==> config.mk <==
export PLATFORM = sky130hd
export DESIGN_NAME = modmul_pm1
export DESIGN_NICKNAME = d
export VERILOG_FILES = /design/src/rtl/mm_pkg.sv /design/src/rtl/mm_expand.sv /design/src/rtl/mm_mult.sv /design/src/rtl/mm_reduce.sv /design/src/rtl/modmul_pm1.sv
export SDC_FILE = /design/constraint.sdc
export NUM_CORES = 1
export LEC_CHECK = 0
export ABC_AREA = 1
export BUFFER_PORTS_ARGS = -buffer_cell sky130_fd_sc_hd__buf_2
export CAP_MARGIN = 20
export CORE_UTILIZATION = 40
export CTS_BUF_LIST = sky130_fd_sc_hd__clkbuf_8
export DETAILED_ROUTE_END_ITERATION = 16
export PLACE_DENSITY = 0.67
export SYNTH_ARGS = -nofsm -noshare
export SYNTH_HDL_FRONTEND = slang
export SYNTH_HIERARCHICAL = 1
export SYNTH_SLANG_ARGS = --single-unit
==> constraint.sdc <==
create_clock -name clk -period 11.32 [get_ports clk]
set_input_delay 1.132 -clock clk [delete_from_list [all_inputs] [get_ports clk]]
set_output_delay 1.132 -clock clk [all_outputs]
set_load 0.02 [all_outputs]
==> src/rtl/mm_pkg.sv <==
package mm_pkg;
  // Default operand width; the modulus is 2**MM_W + 1.
  parameter int unsigned MM_W = 16;

  // Result stage selection.
  typedef enum logic [0:0] {
    STAGE_COMB = 1'b0,
    STAGE_REG  = 1'b1
  } stage_e;
endpackage

==> src/rtl/mm_expand.sv <==
module mm_expand #(
  parameter int unsigned W = mm_pkg::MM_W
) (
  input  logic [W-1:0] code_i,
  output logic [W:0]   val_o
);
  // The all-zero code denotes 2**W.
  always_comb begin
    if (code_i == '0) val_o = {1'b1, {W{1'b0}}};
    else              val_o = {1'b0, code_i};
  end
endmodule

==> src/rtl/mm_mult.sv <==
module mm_mult #(
  parameter int unsigned W  = mm_pkg::MM_W,
  localparam int unsigned PW = 2*W + 2
) (
  input  logic [W:0]    x_i,
  input  logic [W:0]    y_i,
  output logic [PW-1:0] p_o
);
  always_comb p_o = PW'(x_i) * PW'(y_i);
endmodule

==> src/rtl/mm_reduce.sv <==
module mm_reduce #(
  parameter int unsigned W  = mm_pkg::MM_W,
  localparam int unsigned PW = 2*W + 2,
  localparam int unsigned DW = W + 2
) (
  input  logic [PW-1:0] p_i,
  output logic [W-1:0]  r_o
);
  logic [W-1:0]  lo;
  logic [DW-1:0] hi;
  logic [DW-1:0] diff;
  logic          neg;

  // 2**W == -1 (mod 2**W+1): residue = lo - hi, plus the modulus if negative.
  // Adding 2**W+1 only alters the low W bits by one, so the fix is a +1.
  always_comb begin
    lo   = p_i[W-1:0];
    hi   = p_i[PW-1:W];
    diff = DW'(lo) - hi;
    neg  = diff[DW-1];
    r_o  = diff[W-1:0] + W'(neg);
  end
endmodule

==> src/rtl/modmul_pm1.sv <==
module modmul_pm1 #(
  parameter int unsigned    W       = mm_pkg::MM_W,
  parameter mm_pkg::stage_e OUT_REG = mm_pkg::STAGE_REG
) (
  input  logic         clk,
  input  logic         rst,
  input  logic [W-1:0] opa,
  input  logic [W-1:0] opb,
  output logic [W-1:0] res
);
  localparam int unsigned PW = 2*W + 2;

  logic [W:0]    va, vb;
  logic [PW-1:0] prod;
  logic [W-1:0]  red;

  mm_expand #(.W(W)) u_exp_a (.code_i(opa), .val_o(va));
  mm_expand #(.W(W)) u_exp_b (.code_i(opb), .val_o(vb));
  mm_mult   #(.W(W)) u_mul   (.x_i(va), .y_i(vb), .p_o(prod));
  mm_reduce #(.W(W)) u_red   (.p_i(prod), .r_o(red));

  generate
    if (OUT_REG == mm_pkg::STAGE_REG) begin : g_reg
      logic [W-1:0] res_q;
      always_ff @(posedge clk) begin
        if (rst) res_q <= '0;
        else     res_q <= red;
      end
      assign res = res_q;
    end else begin : g_comb
      logic unused_ok;
      assign unused_ok = clk ^ rst;
      assign res = red;
    end
  endgenerate
endmodule

Yosys cells after proc, flatten, opt, wreduce, memory -nomap -nowiden
Cells that the tools add are included.
{"block": "classes", "mux": 2, "n_addsub": 2, "n_reduce_logical": 2, "n_mul": 1}
{"operator": "multiplier 17 x 17 -> 34 bit", "n": 1}
{"operator": "2-to-1 mux 17 bit", "n": 2}
{"operator": "zero test 16 bit", "n": 2}
{"operator": "subtractor 16 x 18 -> 18 bit", "n": 1}
{"operator": "adder 16 x 1 -> 16 bit", "n": 1}
{"block": "totals", "input_bits": 34, "word_cells": 8, "output_inout_bits": 16, "register_bits": 16}

Depth between registers and ports, before layout
{"block": "depth", "ltp_word": 5, "mapped_depth": 54, "depth_no_buf": 52}

By module
The synthesis kept the hierarchy.
{"mod": "mm_mult", "instances": 1, "seq_area_each_um2": 0.0, "area_each_um2": 10546.4, "cells_per_inst": 1510}
{"mod": "mm_reduce", "instances": 1, "seq_area_each_um2": 0.0, "area_each_um2": 1550.2, "cells_per_inst": 296}
{"mod": "modmul_pm1", "instances": 1, "seq_area_each_um2": 320.3, "area_each_um2": 474.2, "cells_per_inst": 50}
{"mod": "mm_expand", "instances": 2, "seq_area_each_um2": 0.0, "area_each_um2": 163.9, "cells_per_inst": 43}

Least setup slack after synthesis
No wires, ideal clock.
{"block": "synth_path", "path_kind": "input-to-reg", "startpoint": "input opa[1]", "endpoint": "register g_reg.res_q[12], in the netlist res[12]", "setup_ps": 111, "path_buffers": 2, "t_arrival_ps": 8405, "t_required_ps": 11209, "slack_ps": 2804, "path_stages": 48, "cell_sequence": "inv_1 -> nand2_1 -> nor2_1 -> nand2_1 -> nor2_1 -> clkbuf_1 -> clkbuf_1 -> nand2_1 -> fa_1 -> fa_1 -> inv_1 -> fa_1 -> fa_1 -> fa_1 -> inv_1 -> fa_1 -> inv_1 -> ha_1 -> [12 not listed] -> nand3_1 -> nand3_1 -> nand3_1 -> o211ai_1 -> xnor2_1 -> ha_1 -> ha_1 -> inv_1 -> nor2_1 -> nand3_1 -> nor2_4 -> nand3_2 -> nor2_4 -> nand2_1 -> nand2_1 -> nand2_1 -> inv_1 -> nor2_2"}
{"block": "synth_between", "elab_chain_len": 5}
{"element": "start, declared", "line": "modmul_pm1.sv:7", "text": "input logic [W-1:0] opa,"}
{"element": "zero test 16 bit", "line": "mm_expand.sv:9", "text": "if (code_i == '0) val_o = {1'b1, {W{1'b0}}};"}
{"element": "2-to-1 mux 17 bit", "line": "mm_expand.sv:9"}
{"element": "via va[16]", "line": "modmul_pm1.sv:13", "text": "logic [W:0] va, vb;"}
{"element": "multiplier 17 x 17 -> 34 bit", "line": "mm_mult.sv:9", "text": "always_comb p_o = PW'(x_i) * PW'(y_i);"}
{"element": "via prod[24]", "line": "modmul_pm1.sv:14", "text": "logic [PW-1:0] prod;"}
{"element": "subtractor 16 x 18 -> 18 bit", "line": "mm_reduce.sv:19", "text": "diff = DW'(lo) - hi;"}
{"element": "adder 16 x 1 -> 16 bit", "line": "mm_reduce.sv:21", "text": "r_o = diff[W-1:0] + W'(neg);"}
{"element": "via red[12]", "line": "modmul_pm1.sv:15", "text": "logic [W-1:0] red;"}
{"element": "end signal, assigned", "line": "modmul_pm1.sv:27", "text": "else res_q <= red;"}
{"element": "end, declared", "line": "modmul_pm1.sv:24", "text": "logic [W-1:0] res_q;"}
The timed path passes the listed nets, and every way through them passes these cells.
A chain may end at the register's enable or synchronous reset.

Worst setup path in the final report
{"block": "layout_path", "startpoint": "input opb[10]", "endpoint": "register g_reg.res_q[12], in the netlist res[12]"}
{"block": "layout_between", "elab_chain_len": 5}
{"element": "start, declared", "line": "modmul_pm1.sv:8", "text": "input logic [W-1:0] opb,"}
{"element": "zero test 16 bit", "line": "mm_expand.sv:9"}
{"element": "2-to-1 mux 17 bit", "line": "mm_expand.sv:9"}
{"element": "via vb[16]", "line": "modmul_pm1.sv:13"}
{"element": "multiplier 17 x 17 -> 34 bit", "line": "mm_mult.sv:9"}
{"element": "via prod[30]", "line": "modmul_pm1.sv:14"}
{"element": "subtractor 16 x 18 -> 18 bit", "line": "mm_reduce.sv:19"}
{"element": "adder 16 x 1 -> 16 bit", "line": "mm_reduce.sv:21"}
{"element": "via red[12]", "line": "modmul_pm1.sv:15"}
The timed path passes the listed nets, and every way through them passes these cells.

==> results by group <==
Yosys
  – Post-synth EDFFs: 0
  – Post-Synth Simple-Gate Area: 25.6%
  – Largest family of logic cells by synthesized area: adder cells
  – Area contributors post-synth: fa_1 (35%), inv_1 (18%), nand2_1 (17%), ha_1 (12%), clkbuf_1 (2.9%)
  – Area of the mapped netlist: 0.0129 mm2
  – Ys async rst share: 0%
  – Most frequent cell after synthesis: inv_1
  – Ys Warns: 6
  – Synthesized Nets: 2327
  – Avg Cell Area, Syn: 6.64 um2
  – Adder-cell share of the synthesized area: 47.1%
  – Synth cell types: 31
  – Post-Syn Instances: 1942
  – Ys flop type: dfxtp_1
  – Share of the synthesized area in the top cell type: 34.9%
  – Yosys top cell by area: fa_1
  – Mux share of post-synthesis cell area: 0%
  – Register area share after synthesis: 2.48%
  – Synth Register Bits: 16
  – Synth Area in Compound Gates: 1.79%
  – Most frequent cells after synthesis: inv_1 (602), nand2_1 (594), fa_1 (225)
  – Synth Area in XOR/XNOR: 1.98%

Route
  – Final wirelength: 31800 um
  – Met3 wire length: 1930 um
  – Post-DRT Antenna Nets: 0
  – M1 wire length: 13000 um
  – Vias: 10889
  – Starting DRC count in detailed routing: 714
  – Drt first pass iters: 6
  – Routed vias/inst: 4.74
  – DRC Markers: 0
  – Max layer used: met4
  – Avg WL per Cell: 13.8 um
  – DR WL met2: 15800 um

Critical path
  – Largest fanout on the critical path: 18
  – CP endpoint kind: flip-flop
  – CP bufs+invs: 8
  – CP delay by family, top: adder cells
  – Crit-path max cell delay: 0.55 ns
  – Top cell by count, worst path: nand2_1
  – CP Launch Point: opb[10]
  – WS Path Type: input port to flip-flop
  – WP data arrival: 9.58 ns
  – Worst Path Required: 11.45 ns
  – Crit-path slowest cell: nor2_1
  – Worst setup SP type: input port
  – CP Capture Point: res[12]
  – Worst path depth: 45

Floorplanning
  – Chip height: 182 um
  – Die Width: 182 um
  – Starting Density: 40.8%
  – Die area: 0.0330 mm2
  – Core Region: 0.0316 mm2
  – Row count: 65
  – Boundary Pins: 50

Placed design
  – GP Congestion: 0.902
  – DP HPWL: 26400 um
  – Port Buffers: 49

Timing
  – Worst slew margin: 51.7%
  – Hold Violations, Final: 0
  – Fin. max-slew vios: 0
  – RSZ-0062 raised after global routing: no
  – Crit path time final: 9.45 ns
  – Tcrit/Tclk final: 83.5%
  – Setup tns final: 0 ns
  – Worst slew pin tran: 0.722 ns
  – Fmax: 0.106 GHz
  – # setup viols final: 0

Global route
  – Largest net degree at the start of global routing: 19
  – GRT Util Overall: 20.7%
  – Antenna violations before repair: 0
  – Grt ovf: 0
  – Global-route wire length before repair: 55400 um
  – Vias in the first global route: 11627

CTS
  – CTS tree: done
  – CTS Buf Count: 3
  – Clock tree buffer depth: 2
  – Cts repair resizes: 0
  – Setup Fix Bufs, Post-CTS: 0
  – Clk sinks: 16
  – Clock transition at path regs: 0.06 ns
  – # hold bufs at CTS: 0
  – H-tree Lvls: 1
  – CTS Root Cell: clkbuf_8

Min path
  – Worst hold path type: input port to flip-flop

Flow run
  – MaxCap Viol Count: 0

Final layout
  – Share of cells above drive strength 1: 6.91%
  – Area delta synth->final: 3.23%
  – Layout Nets: 2281
  – Max FFs per register: 16
  – Ant. Diodes: 0

Run status
  – Status: complete, no violations
kinds of logic after synthesis:
family          after synthesis
compound gates               38
xor+xnor                     27
fa+ha+maj                   351
buf+inv                     716
flops                        16
simple gates                794
how the worst min path moves through the flow:
| stage | depth (start not counted) | startpoint | to |
|---|---|---|---|
| after floorplan | 2 | rst | res[13] |
| after global placement | 2 | rst | res[11] |
| after detailed placement | 2 | rst | res[3] |
| after CTS | 2 | rst | res[7] |
| after global routing | 2 | rst | res[10] |
| final | 2 | rst | res[3] |
final cells by class:
type	instances	area, um2
clock buffer	4	55.1
tap	402	503
multi-input combinational	1210	9870
timing repair buffer	51	260
fill	3292	18300
inverter	614	2300
sequential	16	320
per-layer routing:
layer	global-route usage, %	vias to the layer above
met5	0	-
met3	2.77	74
met1	25.6	5174
met2	37.2	355
met4	6.78	0
li1	-	5286
placed cells by master (no fill, tap or decap), types with 6 or more instances in the layout:
master,netlist,layout
inv_1,602,602
nand2_1,594,594
fa_1,225,225
ha_1,126,126
nor2_1,73,73
buf_2,0,49
nand3_1,47,47
nand2_2,29,29
a21oi_1,26,26
xor2_1,18,18
nor2_2,16,16
dfxtp_1,16,16
nand4_1,13,13
inv_2,12,12
xnor2_1,8,8
nand3_2,6,6
o21bai_1,6,6
through the flow:
step           cells  cell area, um2  hold slack [ns]  worst slack [ns]  util (%)
2_1_floorplan   1942           12900             1.32              2.80         -
3_3_place_gp    2292           13300             1.49              1.52      41.9
3_5_place_dp    2293           13300             1.49              1.65      41.9
4_1_cts         2297           13300             1.24              1.87      42.1
5_1_grt         2297           13300             1.27              1.10      42.1
6_report        2297           13300             1.24              1.87      42.1
Power is not shown: default switching activity piles up to over one toggle a cycle in this logic, so the estimate is an artifact.
